--- config.mk ---
export PLATFORM = sky130hd
export DESIGN_NAME = board_ctl_regs
export DESIGN_NICKNAME = d
export VERILOG_FILES = /design/src/rtl/bcr_pkg.sv /design/src/rtl/bcr_decode.sv /design/src/rtl/bcr_display.sv /design/src/rtl/bcr_io_regs.sv /design/src/rtl/board_ctl_regs.sv
export SDC_FILE = /design/constraint.sdc
export NUM_CORES = 1
export LEC_CHECK = 0
export CAP_MARGIN = 25
export CORE_MARGIN = 3
export CORE_UTILIZATION = 47
export DETAILED_ROUTE_END_ITERATION = 7
export GPL_TIMING_DRIVEN = 1
export PLACE_DENSITY = 0.85
export SLEW_MARGIN = 20
export SYNTH_ARGS = -nofsm -noshare
export SYNTH_HDL_FRONTEND = slang
export SYNTH_SLANG_ARGS = --single-unit
--- constraint.sdc ---
create_clock -name clk -period 1.31 [get_ports clk]
set_input_delay 0.1965 -clock clk [delete_from_list [all_inputs] [get_ports clk]]
set_output_delay 0.1965 -clock clk [all_outputs]
set_load 0.03 [all_outputs]
--- src/rtl/bcr_pkg.sv ---
package bcr_pkg;

  localparam int unsigned OFF_SWITCH  = 32'h0_0000;
  localparam int unsigned OFF_LED     = 32'h0_0010;
  localparam int unsigned OFF_WORD    = 32'h0_0410;
  localparam int unsigned OFF_CHAR0   = 32'h0_0418;
  localparam int unsigned CHAR_SH     = 3;            // 8-byte stride
  localparam int unsigned OFF_SOFTRES = 32'h0_0500;
  localparam int unsigned OFF_GPOUT   = 32'h0_0A00;
  localparam int unsigned OFF_I2CIN   = 32'h0_0B00;
  localparam int unsigned OFF_I2COE   = 32'h0_0B08;
  localparam int unsigned OFF_I2COUT  = 32'h0_0B10;
  localparam int unsigned OFF_I2CSEL  = 32'h0_0B18;

  typedef enum logic [3:0] {
    SEL_NONE, SEL_SWITCH, SEL_LED, SEL_WORD, SEL_CHAR, SEL_SOFTRES,
    SEL_GPOUT, SEL_I2CIN, SEL_I2COE, SEL_I2COUT, SEL_I2CSEL
  } reg_sel_e;

  // One nibble to an uppercase ASCII hex digit.
  function automatic logic [7:0] nib_to_ascii(input logic [3:0] n);
    logic [7:0] wide;
    wide = {4'h0, n};
    return (n < 4'd10) ? (8'h30 + wide) : (8'h37 + wide);
  endfunction

endpackage

--- src/rtl/bcr_decode.sv ---
module bcr_decode
  import bcr_pkg::*;
#(
  parameter int ADDR_W = 32,
  parameter int OFFS_W = 20,
  parameter int NCHARS = 8,
  localparam int IDX_W = $clog2(NCHARS)
) (
  input  logic [ADDR_W-1:0] addr,
  output reg_sel_e          sel,
  output logic [IDX_W-1:0]  char_idx
);
  localparam int unsigned CHAR_END = OFF_CHAR0 + (NCHARS << CHAR_SH);

  logic [31:0] off32;
  logic        unused_hi;
  logic [31:0] char_rel;

  assign off32     = 32'(addr[OFFS_W-1:0]);
  assign unused_hi = ^addr[ADDR_W-1:OFFS_W];
  assign char_rel  = off32 - OFF_CHAR0;
  assign char_idx  = IDX_W'(char_rel >> CHAR_SH);

  always_comb begin
    sel = SEL_NONE;
    if (off32 >= OFF_CHAR0 && off32 < CHAR_END && off32[CHAR_SH-1:0] == '0)
      sel = SEL_CHAR;
    else begin
      case (off32)
        OFF_SWITCH:  sel = SEL_SWITCH;
        OFF_LED:     sel = SEL_LED;
        OFF_WORD:    sel = SEL_WORD;
        OFF_SOFTRES: sel = SEL_SOFTRES;
        OFF_GPOUT:   sel = SEL_GPOUT;
        OFF_I2CIN:   sel = SEL_I2CIN;
        OFF_I2COE:   sel = SEL_I2COE;
        OFF_I2COUT:  sel = SEL_I2COUT;
        OFF_I2CSEL:  sel = SEL_I2CSEL;
        default:     sel = SEL_NONE;
      endcase
    end
  end
endmodule

--- src/rtl/bcr_display.sv ---
module bcr_display
  import bcr_pkg::*;
#(
  parameter int DATA_W = 32,
  localparam int NCHARS = DATA_W / 4,
  localparam int IDX_W  = $clog2(NCHARS)
) (
  input  logic                clk,
  input  logic                rst_n,
  input  logic                word_we,
  input  logic [DATA_W-1:0]   word_data,
  input  logic                char_we,
  input  logic [IDX_W-1:0]    char_idx,
  input  logic [7:0]          char_data,
  output logic [8*NCHARS-1:0] chars
);
  logic [7:0] ch_q [NCHARS];

  for (genvar i = 0; i < NCHARS; i++) begin : g_char
    always_ff @(posedge clk or negedge rst_n) begin
      if (!rst_n)
        ch_q[i] <= 8'h20;
      else if (word_we)
        ch_q[i] <= nib_to_ascii(word_data[DATA_W-1-4*i -: 4]);
      else if (char_we && char_idx == IDX_W'(i))
        ch_q[i] <= char_data;
    end
    assign chars[8*i +: 8] = ch_q[i];
  end

  // the buffer moves only on a display write
  p_disp_hold_r11: assert property (@(posedge clk) disable iff (!rst_n)
    !(word_we || char_we) |=> $stable(chars));
  // a leading nibble of A shows as the letter A in position 0
  p_word_letter_r3: assert property (@(posedge clk) disable iff (!rst_n)
    (word_we && word_data[DATA_W-1 -: 4] == 4'hA) |=> chars[7:0] == 8'h41);
endmodule

--- src/rtl/bcr_io_regs.sv ---
module bcr_io_regs #(
  parameter int LED_W = 8,
  parameter int GP_W  = 8,
  parameter int OE_W  = 2
) (
  input  logic             clk,
  input  logic             rst_n,
  input  logic             led_we,
  input  logic             gp_we,
  input  logic             oe_we,
  input  logic             sel_we,
  input  logic             out_we,
  input  logic             softres_we,
  input  logic [7:0]       wbyte,
  output logic [LED_W-1:0] led,
  output logic [GP_W-1:0]  gp,
  output logic [OE_W-1:0]  oe,
  output logic             sel,
  output logic             scl,
  output logic             sda,
  output logic             reset_req
);
  always_ff @(posedge clk or negedge rst_n) begin
    if (!rst_n) begin
      led <= '0; gp <= '0; oe <= '0; sel <= 1'b0;
      scl <= 1'b0; sda <= 1'b0; reset_req <= 1'b0;
    end else begin
      reset_req <= softres_we;
      if (led_we) led <= wbyte[LED_W-1:0];
      if (gp_we)  gp  <= wbyte[GP_W-1:0];
      if (oe_we)  oe  <= wbyte[OE_W-1:0];
      if (sel_we) sel <= wbyte[0];
      if (out_we) begin
        scl <= wbyte[1];
        sda <= wbyte[0];
      end
    end
  end

  p_rstreq_cause_r6: assert property (@(posedge clk) disable iff (!rst_n)
    reset_req |-> $past(softres_we));
  p_oe_hold_r7: assert property (@(posedge clk) disable iff (!rst_n)
    !oe_we |=> $stable(oe));
  p_led_load_r2: assert property (@(posedge clk) disable iff (!rst_n)
    led_we |=> led == $past(wbyte[LED_W-1:0]));
endmodule

--- src/rtl/board_ctl_regs.sv ---
module board_ctl_regs
  import bcr_pkg::*;
#(
  parameter int ADDR_W = 32,
  parameter int DATA_W = 32,
  parameter int OFFS_W = 20,
  localparam int NCHARS = DATA_W / 4,
  localparam int IDX_W  = $clog2(NCHARS)
) (
  input  logic                clk,
  input  logic                rst_n,
  input  logic [ADDR_W-1:0]   bus_addr,
  input  logic                bus_wr,
  input  logic                bus_rd,
  input  logic [DATA_W-1:0]   bus_wdata,
  output logic [DATA_W-1:0]   bus_rdata,
  output logic                bus_err,
  output logic [7:0]          led_bar,
  output logic [8*NCHARS-1:0] disp_chars,
  output logic                reset_req,
  output logic [7:0]          gp_out,
  output logic                i2c_scl_drv,
  output logic                i2c_sda_drv,
  output logic [1:0]          i2c_oe,
  output logic                i2c_sel,
  input  logic                eeprom_sda_in
);
  reg_sel_e          sel;
  logic [IDX_W-1:0]  char_idx;
  logic              bad_acc;
  logic [DATA_W-1:0] rd_mux;

  bcr_decode #(.ADDR_W(ADDR_W), .OFFS_W(OFFS_W), .NCHARS(NCHARS)) i_dec (
    .addr(bus_addr), .sel(sel), .char_idx(char_idx));

  bcr_display #(.DATA_W(DATA_W)) i_disp (
    .clk(clk), .rst_n(rst_n),
    .word_we(bus_wr && sel == SEL_WORD), .word_data(bus_wdata),
    .char_we(bus_wr && sel == SEL_CHAR), .char_idx(char_idx),
    .char_data(bus_wdata[7:0]), .chars(disp_chars));

  bcr_io_regs #(.LED_W(8), .GP_W(8), .OE_W(2)) i_io (
    .clk(clk), .rst_n(rst_n),
    .led_we(bus_wr && sel == SEL_LED),
    .gp_we(bus_wr && sel == SEL_GPOUT),
    .oe_we(bus_wr && sel == SEL_I2COE),
    .sel_we(bus_wr && sel == SEL_I2CSEL),
    .out_we(bus_wr && sel == SEL_I2COUT),
    .softres_we(bus_wr && sel == SEL_SOFTRES),
    .wbyte(bus_wdata[7:0]),
    .led(led_bar), .gp(gp_out), .oe(i2c_oe), .sel(i2c_sel),
    .scl(i2c_scl_drv), .sda(i2c_sda_drv), .reset_req(reset_req));

  assign bad_acc = (bus_wr || bus_rd) && sel == SEL_NONE;

  always_comb begin
    case (sel)
      SEL_LED:    rd_mux = DATA_W'(led_bar);
      SEL_GPOUT:  rd_mux = DATA_W'(gp_out);
      SEL_I2COE:  rd_mux = DATA_W'(i2c_oe);
      SEL_I2CSEL: rd_mux = DATA_W'(i2c_sel);
      SEL_I2COUT: rd_mux = DATA_W'({i2c_scl_drv, i2c_sda_drv});
      SEL_I2CIN:  rd_mux = DATA_W'({i2c_scl_drv, eeprom_sda_in});
      default:    rd_mux = '0;
    endcase
  end

  always_ff @(posedge clk or negedge rst_n) begin
    if (!rst_n) begin
      bus_rdata <= '0;
      bus_err   <= 1'b0;
    end else begin
      bus_err <= bad_acc;
      if (bus_rd) bus_rdata <= rd_mux;
    end
  end

  p_err_cause_r11: assert property (@(posedge clk) disable iff (!rst_n)
    bus_err |-> $past(bus_rd || bus_wr));
  p_err_rdzero_r11: assert property (@(posedge clk) disable iff (!rst_n)
    (bus_err && $past(bus_rd)) |-> bus_rdata == '0);
  p_rdata_hold_r12: assert property (@(posedge clk) disable iff (!rst_n)
    !bus_rd |=> $stable(bus_rdata));
endmodule

==> metrics.md <==
| Metric | Value |
|---|---|
| Outcome | `complete, but fails checks` |
| Failing checks | `DRC, setup timing` |
| Slew HR | `0.511` |
| Critical-path top delay cell | `nor4_1` |
| Post-layout min period | `2.29 ns` |
| Die area | `approximately 13000 um2` |
| Tot Pwr | `approximately 7.2 mW` |
| Met2 WL | `about 13000 um` |
| Longest Clk Path Bufs | `2` |
| Area post-placement | `8500 um2` |
| Worst Setup End Kind | `flop` |
| Vias in the first global route | `roughly 6700` |
| FF-to-FF path depth | `3` |
| Row count | `39` |
| Cells along the critical path | `dlygate4sd2_1 -> a21oi_1 -> xor2_2 -> buf_4 -> nor4_1 -> buf_4 -> nor2_1 -> mux2i_4 -> o21a_1` |
| Mapped Area | `around 5700 um2` |
| Post-DRT Antenna Nets | `0` |
| NumNets Final | `~1000` |
| FF-to-FF setup slack | `roughly 0.15 ns` |
| Clock Skew | `0.00847 ns` |
| Post-synth top area share | `0.383` |
| # DRC | `1` |
| FF-to-FF Start | `i_io.sda` |
| Total wire length | `29000 um` |
| Largest area contributor in the netlist | `dfrtp_1` |
| Worst Path Class, Setup | `in -> reg` |
| Top-level I/O count | `around 190` |
| RR Endpoint | `bus_rdata[0]` |
| Crit path DAT | `approximately 2.6 ns` |
| Root buf cell | `clkbuf_16` |
| GP Congestion | `roughly 0.94` |
| Clk sinks | `between 90 and 100` |
| Setup crit start kind | `input port` |
| Synth warn | `0` |
| Initial core utilization | `0.489` |
| Pin count of the biggest net entering global routing | `between 90 and 100` |
| Synthesized instance count | `between 500 and 600` |
| Worst-margin pin slew | `roughly 0.73 ns` |
| PortBufs | `about 150` |
| Routed met1 length | `about 10000 um` |
| Final hold vios | `0` |
| CTS tree | `yes` |
| Final period util | `1.75` |
| Fill cells | `roughly 460` |
| Async set-reset flop share out of synthesis | `1.00` |
| Die Span Y | `116 um` |
| Worst-path clk slew | `0.07 ns` |
| Max rail drop VDD | `approximately 660 uV` |
| Grt total ovfl | `0` |
| Post-route cell area | `~10000 um2` |
| Worst Setup EP | `i_disp.chars[56]` |
| Vias per cell | `around 6.7` |
| Max-cap violations | `0` |
| Worst path most repeated cell | `buf_4` |
| First DRT Iteration DRCs | `845` |
| Final setup fails | `98` |
| Layout cell share with drive strength beyond 1 | `0.488` |
| Pre-Repair DR Iteration Count | `8` |
| CP startpoint | `bus_addr[3]` |
| Register area | `~2400 um2` |
| Core ar. | `11600 um2` |
| Fmax | `between 400 and 500 MHz` |
| Initial antenna violation count | `0` |
| Detailed placement HPWL | `about 15000 um` |
| Worst-skew pair later-pin latency | `about 0.35 ns` |
| Count of cell types in the netlist | `70` |
| Synth top area cells | `dfrtp_1 38%, mux2_2 6.3%, nand2_1 3.8%` |
| Power per Cell Area | `713 nW/um2` |
| Post-synth EDFFs | `0` |
| Required time worst endpoint | `between 1.5 and 2 ns` |
| Syn_area_per_cell | `between 9 and 10 um2` |
| Via count | `between 7000 and 8000` |
| H-tree Lvls | `3` |
| Setup TNS | `-70.97 ns` |
| Die X | `about 120 um` |
| Area Overhead vs Synth | `78.5%` |
| Main flop type after synthesis | `dfrtp_1` |
| Leak Pwr | `~5.3 nW` |
| Register bit total from synthesis | `95` |
| Average wire per standard cell | `27.4 um` |
| CTS buffer count | `9` |
| First-pass GRT wire length | `35300 um` |
| RSZ-0062 raised after global routing | `true` |
| Multi-input logic area | `3840 um2` |
| WL met3 | `between 3000 and 4000 um` |
| Top Metal Used | `met4` |
| # diodes | `0` |
| Slack of the critical path | `-0.981 ns` |
| CP max FO | `6` |
| GRT Overall Usage | `0.338` |
| Seq/Total Area, Yosys | `0.420` |
| Worst min path class | `in -> async` |
| Crit path largest cell delay | `~0.51 ns` |
| Slew Limit Fails | `0` |
## report_power, final
part	leakage (nW)	total [mW]	switching [mW]	internal (mW)
Clock	0.164	3.11	1.24	1.88
Sequential	1.29	2.93	0.000434	2.93
Combinational	3.83	1.19	0.714	0.472
Total	5.29	7.23	1.95	5.28
## metal layers
metal	GRT usage	vias up
met2	0.583	719
met5	0	-
met1	0.392	3361
met3	0.0695	260
li1	-	2737
met4	0.186	0
## cell usage in the layout, fill, tap and decap left out, drive strengths merged, types with 7 or more instances in the layout
cell type / Yosys / final
nand4: 7 / 7
buf: 38 / 215
nand2: 59 / 59
dlymetal6s2s: 0 / 39
clkbuf: 22 / 30
clkdlybuf4s15: 0 / 23
nand3: 30 / 30
a211oi: 12 / 12
clkdlybuf4s50: 0 / 35
mux2: 34 / 34
and3: 7 / 7
a22oi: 21 / 21
dfrtp: 87 / 87
mux2i: 16 / 16
conb: 1 / 24
nor3: 13 / 13
nor4: 9 / 9
xnor2: 8 / 8
a21oi: 37 / 37
nor2b: 13 / 13
ha: 10 / 10
inv: 26 / 28
dfstp: 8 / 8
and2: 9 / 9
o21ai: 21 / 21
nor2: 34 / 34
## per-stage QoR
step / utilization / std cells / hold WS [ns] / setup WS (ns)
2_1_floorplan: - / 622 / -0.0991 / -0.874
3_3_place_gp: 0.732 / 1009 / 0.281 / -1.34
3_5_place_dp: 0.732 / 1009 / 0.287 / -1.43
4_1_cts: 0.809 / 1044 / 0.471 / -0.706
5_1_grt: 0.873 / 1057 / 0.500 / -0.969
6_report: 0.873 / 1057 / 0.439 / -0.981
## synth_stat cells, drive strengths merged (2+ instances only)
| cell type | instances |
|---|---|
| and3 | 7 |
| nand2 | 59 |
| mux2 | 34 |
| nand3b | 5 |
| nand2b | 6 |
| mux2i | 16 |
| or4 | 3 |
| a31oi | 6 |
| a21oi | 37 |
| a21boi | 4 |
| nand3 | 30 |
| nor2 | 34 |
| a22oi | 21 |
| buf | 38 |
| nor2b | 13 |
| or3 | 6 |
| a21o | 5 |
| nor3 | 13 |
| o32ai | 6 |
| or2 | 2 |
| xnor2 | 8 |
| a211oi | 12 |
| a32oi | 2 |
| clkbuf | 22 |
| a221oi | 2 |
| a22o | 4 |
| and2 | 9 |
| nor4 | 9 |
| dfrtp | 87 |
| nand4 | 7 |
| a2111o | 2 |
| o21a | 6 |
| inv | 26 |
| o21ai | 21 |
| ha | 10 |
| o211ai | 4 |
| dfstp | 8 |
## worst min path at each step
| stage | from | to | slack (ns) | cells after the start |
|---|---|---|---|---|
| after detailed placement | rst_n | i_io.gp[6] | 0.29 | 2 |
| final | rst_n | i_io.gp[6] | 0.44 | 3 |
| after global routing | rst_n | i_io.gp[6] | 0.50 | 3 |
| after floorplan | rst_n | bus_err | -0.1 | 0 |
| after global placement | rst_n | i_io.gp[5] | 0.28 | 2 |
| after CTS | rst_n | i_io.gp[6] | 0.47 | 3 |
## registers in the layout, summed over array words and instances, names as in the netlist
| name | flops |
|---|---|
| i_io.oe | 2 |
| i_io.reset_req | 1 |
| i_io.sda | 1 |
| bus_rdata | 8 |
| i_io.sel | 1 |
| i_disp.chars | 64 |
| i_io.gp | 8 |
| bus_err | 1 |
| i_io.scl | 1 |
| i_io.led | 8 |
## layout make-up
class,count,share of cell area
timing repair buffer,337,0.325
tap,143,0.0176
multi-input combinational,441,0.378
clock inverter,6,0.0116
inverter,26,0.00962
sequential,95,0.235
clock buffer,9,0.0222
## critical path, delay by kind of cell
family | cells | cell delay [ns]
buffers and inverters | 3 | 0.84
AND/OR/NAND/NOR | 2 | 0.61
AO/OA/AOI/OAI | 2 | 0.46
XOR/XNOR | 1 | 0.30
multiplexers | 1 | 0.16
## kinds of logic (layout without fill, tap and decap cells)
family / count (synthesis) / after routing / share of synthesized area
AOI/OAI and AO/OA: 140 / 140 / 0.168
DFF: 95 / 95 / 0.420
muxes: 50 / 50 / 0.0969
other: 1 / 24 / 0.000660
buffers and inverters: 86 / 378 / 0.0788
and+or+nand+nor: 208 / 208 / 0.200
xor gates and xnor gates: 9 / 9 / 0.0139
adders and majority gates: 10 / 10 / 0.0220
## what timing repair did
item,4_1_cts,5_1_grt
hold buffers,1,0
resized for setup,251,183
setup buffers,16,18
endpoints found under the hold margin,87,0
setup endpoints to repair,174,153
cloned,4,2
pin swaps,35,55
(Power assumes the default switching activity.)
